--- src/rtl/mcell_pkg.sv ---
package mcell_pkg;
  localparam int unsigned CFG_W = 2;

  // bit 1: active-high polarity, bit 0: registered output
  typedef struct packed {
    logic act_high;
    logic registered;
  } mcell_cfg_t;

  function automatic logic apply_pol(input logic val, input logic act_high);
    return act_high ? val : ~val;
  endfunction
endpackage

--- src/rtl/mcell_rst_sync.sv ---
module mcell_rst_sync #(
  parameter int unsigned STAGES = 2
) (
  input  logic clk,
  input  logic rst_n,
  output logic rst_sync_n
);
  logic [STAGES-1:0] sync_q;
  logic [STAGES-1:0] sync_d;

  always_comb begin
    sync_d = {sync_q[STAGES-2:0], 1'b1};
  end

  always_ff @(posedge clk or negedge rst_n) begin
    if (!rst_n) sync_q <= '0;
    else        sync_q <= sync_d;
  end

  assign rst_sync_n = sync_q[STAGES-1];
endmodule

--- src/rtl/mcell_dff.sv ---
module mcell_dff (
  input  logic clk,
  input  logic aclr_n,
  input  logic preset_i,
  input  logic d_i,
  output logic q_o
);
  logic q_d;

  // the synchronous preset takes the place of the data input
  always_comb begin
    q_d = preset_i ? 1'b1 : d_i;
  end

  // clear and reset share the asynchronous path, so clear beats preset
  always_ff @(posedge clk or negedge aclr_n) begin
    if (!aclr_n) q_o <= 1'b0;
    else         q_o <= q_d;
  end
endmodule

--- src/rtl/mcell_outsel.sv ---
module mcell_outsel
  import mcell_pkg::*;
(
  input  mcell_cfg_t cfg_i,
  input  logic       sum_i,
  input  logic       q_i,
  input  logic       pin_in_i,
  output logic       pin_out_o,
  output logic       fb_o
);
  logic sel;

  always_comb begin
    sel       = cfg_i.registered ? q_i : sum_i;
    pin_out_o = apply_pol(sel, cfg_i.act_high);
    fb_o      = cfg_i.registered ? q_i : pin_in_i;
  end
endmodule

--- src/rtl/mcell_slice.sv ---
module mcell_slice
  import mcell_pkg::*;
(
  input  logic       clk,
  input  logic       aclr_n,
  input  logic       preset_i,
  input  mcell_cfg_t cfg_i,
  input  logic       sum_i,
  input  logic       oe_term_i,
  input  logic       pin_in_i,
  output logic       pin_out_o,
  output logic       pin_oe_o,
  output logic       fb_o
);
  logic q;

  mcell_dff u_dff (
    .clk      (clk),
    .aclr_n   (aclr_n),
    .preset_i (preset_i),
    .d_i      (sum_i),
    .q_o      (q)
  );

  mcell_outsel u_sel (
    .cfg_i     (cfg_i),
    .sum_i     (sum_i),
    .q_i       (q),
    .pin_in_i  (pin_in_i),
    .pin_out_o (pin_out_o),
    .fb_o      (fb_o)
  );

  assign pin_oe_o = oe_term_i;
endmodule

--- src/rtl/mcell_bank.sv ---
module mcell_bank
  import mcell_pkg::*;
#(
  parameter int unsigned N_CELLS    = 10,
  parameter int unsigned RST_STAGES = 2
) (
  input  logic                     clk,
  input  logic                     rst_n,
  input  logic [N_CELLS-1:0]       sum_i,
  input  logic [N_CELLS-1:0]       oe_term_i,
  input  logic                     preset_i,
  input  logic                     clear_i,
  input  logic [CFG_W*N_CELLS-1:0] cfg_i,
  input  logic [N_CELLS-1:0]       pin_in_i,
  output logic [N_CELLS-1:0]       pin_out_o,
  output logic [N_CELLS-1:0]       pin_oe_o,
  output logic [N_CELLS-1:0]       fb_o
);
  logic rst_sync_n;
  logic aclr_n;

  mcell_rst_sync #(.STAGES(RST_STAGES)) u_rst (
    .clk        (clk),
    .rst_n      (rst_n),
    .rst_sync_n (rst_sync_n)
  );

  // global clear term joins the released reset on the asynchronous path
  assign aclr_n = rst_sync_n & ~clear_i;

  for (genvar i = 0; i < N_CELLS; i++) begin : g_cell
    mcell_cfg_t cell_cfg;
    assign cell_cfg = mcell_cfg_t'(cfg_i[CFG_W*i +: CFG_W]);

    mcell_slice u_slice (
      .clk       (clk),
      .aclr_n    (aclr_n),
      .preset_i  (preset_i),
      .cfg_i     (cell_cfg),
      .sum_i     (sum_i[i]),
      .oe_term_i (oe_term_i[i]),
      .pin_in_i  (pin_in_i[i]),
      .pin_out_o (pin_out_o[i]),
      .pin_oe_o  (pin_oe_o[i]),
      .fb_o      (fb_o[i])
    );
  end
endmodule

--- config.mk ---
export PLATFORM = sky130hd
export DESIGN_NAME = mcell_bank
export DESIGN_NICKNAME = d
export VERILOG_FILES = /design/src/rtl/mcell_pkg.sv /design/src/rtl/mcell_rst_sync.sv /design/src/rtl/mcell_dff.sv /design/src/rtl/mcell_outsel.sv /design/src/rtl/mcell_slice.sv /design/src/rtl/mcell_bank.sv
export SDC_FILE = /design/constraint.sdc
export NUM_CORES = 1
export LEC_CHECK = 0
export BUFFER_PORTS_ARGS = -buffer_cell sky130_fd_sc_hd__buf_2
export CORE_MARGIN = 2
export CORE_UTILIZATION = 36
export CTS_CLUSTER_SIZE = 40
export DETAILED_ROUTE_END_ITERATION = 16
export GPL_TIMING_DRIVEN = 0
export PLACE_DENSITY = 0.85
export SYNTH_ARGS = -nofsm -noshare
export SYNTH_HDL_FRONTEND = slang
export SYNTH_HIERARCHICAL = 1
export SYNTH_SLANG_ARGS = --single-unit
--- constraint.sdc ---
create_clock -name clk -period 1.2 [get_ports clk]
set_input_delay 0.12 -clock clk [delete_from_list [all_inputs] [get_ports clk]]
set_output_delay 0.12 -clock clk [all_outputs]
set_load 0.01 [all_outputs]
**Word level (Yosys, flattened, before mapping)**

Cells that the tools add are included.

- Output and inout bits: 30
- Flip-flop bits (word level): 12
- Logic and storage cells: 63

- Bitwise logic cells: 12
- Multiplexer cells: 40

Operators with widths:

| kind | count |
|---|---|
| two-way mux 1 bit | 40 |
| inverter 1 bit | 11 |
| bitwise AND 1 bit | 1 |

**Logic depth before layout (Yosys ltp)**

- Word-level depth: 3
- Depth in mapped cells: 2

**By module**

The synthesis kept the hierarchy.

By module, submodules not included:

| module | area each (µm²) | sequential area each (µm²) | cells each | instances |
|---|---|---|---|---|
| mcell_dff | 31.3 | 25.0 | 2 | 10 |
| mcell_outsel | 30.0 | 0.0 | 3 | 10 |
| mcell_slice | 7.5 | 0.0 | 1 | 10 |
| mcell_rst_sync | 53.8 | 50.0 | 3 | 1 |
| mcell_bank | 13.8 | 0.0 | 1 | 1 |

**Worst setup path after synthesis**

No wires, ideal clock.

- Path type: flip-flop to output port
- Start point: register g_cell[0].u_slice.u_dff.q_o
- End point: output pin_out_o[0]
- Setup slack: 0.333 ns
- Cell stages (with the launch flop): 3
- Data arrival time: 0.747 ns
- Path through: dfrtp_1 > mux2i_1 > xor2_1

- Cells in the longest elaborated chain, start to end: 3

RTL lines:

| element | RTL line | text |
|---|---|---|
| start: declaration | mcell_dff.sv:6 | `output logic q_o` |
| start signal: assignment | mcell_dff.sv:18 | `else q_o <= q_d;` |
| two-way mux 1 bit * | mcell_outsel.sv:14 | `sel = cfg_i.registered ? q_i : sum_i;` |
| inverter 1 bit | mcell_pkg.sv:11 | `return act_high ? val : ~val;` |
| two-way mux 1 bit * | mcell_pkg.sv:11 |  |
| end: declaration | mcell_bank.sv:15 | `output logic [N_CELLS-1:0] pin_out_o,` |

Every way passes the cells marked *; elsewhere a longest branch is shown, timed or not.

**Worst setup path after layout**

- Start point: register g_cell[1].u_slice.u_dff.q_o
- End point: output pin_out_o[1]

- Cells in the longest elaborated chain, start to end: 3

RTL lines:

| element | RTL line |
|---|---|
| start: declaration | mcell_dff.sv:6 |
| start signal: assignment | mcell_dff.sv:18 |
| two-way mux 1 bit * | mcell_outsel.sv:14 |
| inverter 1 bit | mcell_pkg.sv:11 |
| two-way mux 1 bit * | mcell_pkg.sv:11 |

Marked as above.

==> impl_metrics.ini <==
[detailed_routing]
drtIter0Drc = 10
drc_errors = 0
finalWirelength_microns = 2144
wire_per_inst_microns = 12.61
first_pass_iters = 3
vias = 778
routed_via_density = 4.576
ant_nets = 0

[cells_and_area]
nets = 198
drive_gt1_share_pct = 68.53
diodes = 0
area_growth_syn_to_layout_pct = 71.19
mostFrequentLayoutCell = buf_2
layout.cells.non_filler = 170
final_cell_mix = buf_2, dfrtp_1

[global_routing]
grt_pass1_vias = 756
grt_pass1_wl_microns = 3118
antenna_found_initial = 0
gr-usage-all-layers_pct = 16.92
overflow = 0
grt_max_degree = 11

[worst_setup_path]
r2r_start = u_rst/sync_q[0]
cp_max_fo = 2
start_kind = flop
critPathKind = flop to output port
end_kind = output port
rr_worst_depth = 0
worstPathRequired_ns = 1.08
r2r_slack_ns = 0.72
cp.arrival_ns = 1.20
slowest_delay_ns = 0.39
crit_end = pin_out_o[1]
cp_cell_sequence = mux2i_1 > xor2_1 > buf_2
r2r-end = u_rst/sync_q[1]
crit_slowest_cell = dfrtp_1
crit_start = g_cell[1].u_slice/u_dff/q_o

[sta]
skew_ns = 0.003387
setup_violations = 10
finalHoldViolCount = 0
post-route-period-util_pct = 109.9
rsz0062_at_grt = yes
setup_slack_ns = -0.1189
fmax_mhz = 758.2
holdWs_ns = 0.04706
drv_slew = 0
fin_crit_ns = 1.319

[synthesis]
synth.yosys.warnings = 6
synth_cell_type_count = 8
seq_area_frac_synth_pct = 39.74
synth.avg_cell_area_sq_um = 11.81
synth_nets = 118
synthesis.area_sq_um = 755.7
ys_ff_latch = 12
syn_inst = 64

[run_status]
violations = negative setup slack
status = finished with violations

[power]
p_per_area_nw_per_um2 = 897.3
vdd_drop_max_mv = 0.5998
fin_total_pwr_mw = 1.161
power_leakage_nw = 0.7231

[die]
core_area_sq_um = 1962
rows = 16
die_height_microns = 49.82
die_w_microns = 49.82
pin_count = 84
initial_utilization_pct = 38.52
die_area_sq_um = 2482

[clock_tree]
cts.clk_slew.worst_paths_ns = 0.08
clock_latency_ns = 0.27
post_cts.repair.setup_buffers = 0
cts_htree_levels = 1
clock-sinks = 12
cts_tree = done
numCtsBuffers = 3
clock_path_buffers = 2
cts-root-buf = clkbuf_4

[flow_run]
max-cap-violations = 0

[placed_design]
dp_hpwl_microns = 1574
gp_congestion = 0.6468
dp.cells = 164
portBuffers = 73

[hold_path]
worstHoldPathType = primary input to flop
==> metrics by stage <==
step	instance area, sq um	setup TNS (ns)	setup slack (ns)	utilization, %
3_5_place_dp	1155	0	0.2251	58.86
3_3_place_gp	1155	0	0.2776	58.86
4_1_cts	1211	-0.5279	-0.08215	61.73
6_report	1294	-0.6223	-0.1189	65.94
5_1_grt	1294	-1.524	-0.1828	65.94
2_1_floorplan	755.7	0	0.3332	-
==> area by class of cell <==
class	count	area [sq um]
fill	171	668.1
clock buffer	4	36.28
multi-input combinational	42	406.6
sequential	12	300.3
timing repair buffer	75	441.7
buffer	10	75.07
tap	27	33.78
==> worst min-delay path by stage <==
stage	start	end	slack [ns]	depth (start not counted)
2_1_floorplan	rst_n	u_rst/sync_q[0]	-0.18	0
3_3_place_gp	rst_n	u_rst/sync_q[1]	-0.09	1
3_5_place_dp	rst_n	u_rst/sync_q[0]	-0.09	1
4_1_cts	sum_i[8]	g_cell[8].u_slice/u_dff/q_o	0.04	2
5_1_grt	sum_i[6]	g_cell[6].u_slice/u_dff/q_o	0.04	2
6_report	sum_i[6]	g_cell[6].u_slice/u_dff/q_o	0.05	2
==> flip-flops by register name, summed over array words and instances (netlist names) <==
| register | cells |
|---|---|
| g_cell.u_slice/u_dff/q_o | 10 |
| u_rst/sync_q | 2 |
==> cells by family after synthesis <==
family	share of synthesized area, %
xor gates and xnor gates	11.59
buffers and inverters	9.934
DFF	39.74
muxes	28.15
other	0.4962
and+or+nand+nor	10.10
==> repair_timing <==
item                                    4_1_cts  5_1_grt
hold endpoints to repair                     12        0
gates resized for setup                       0       16
endpoints found under the setup margin       10       19
hold buffers                                  2        0
pin swaps                                    10        4
==> critical path, delay by kind of cell, from the launching register on <==
| kind | cells | cell delay (ns) |
|---|---|---|
| XOR/XNOR | 1 | 0.19 |
| buffers and inverters | 1 | 0.16 |
| multiplexers | 1 | 0.19 |
| flip-flops | 1 | 0.39 |
==> power breakdown <==
part / internal [mW] / switching, mW / leakage, nW
logic: 0.234 / 0.171 / 0.566
registers: 0.425 / 0.0103 / 0.136
clock network: 0.184 / 0.137 / 0.0210
total: 0.843 / 0.318 / 0.723
==> Yosys cell counts <==
cell type,n,share of area [%]
conb_1,1,0.50
mux2_2,10,15
buf_4,10,9.9
dfrtp_1,12,40
or2_1,10,8.3
xor2_1,10,12
mux2i_1,10,13
nor2b_4,1,1.8
==> per-layer routing <==
layer  up-vias  wire length, microns  GRT usage [%]
met5         -                     0              0
met4         0                     6          5.556
met3         2                   237          6.061
met2        52                  1161          33.56
met1       365                   738          15.52
li1        359                     -              -
(Power assumes the default switching activity.)
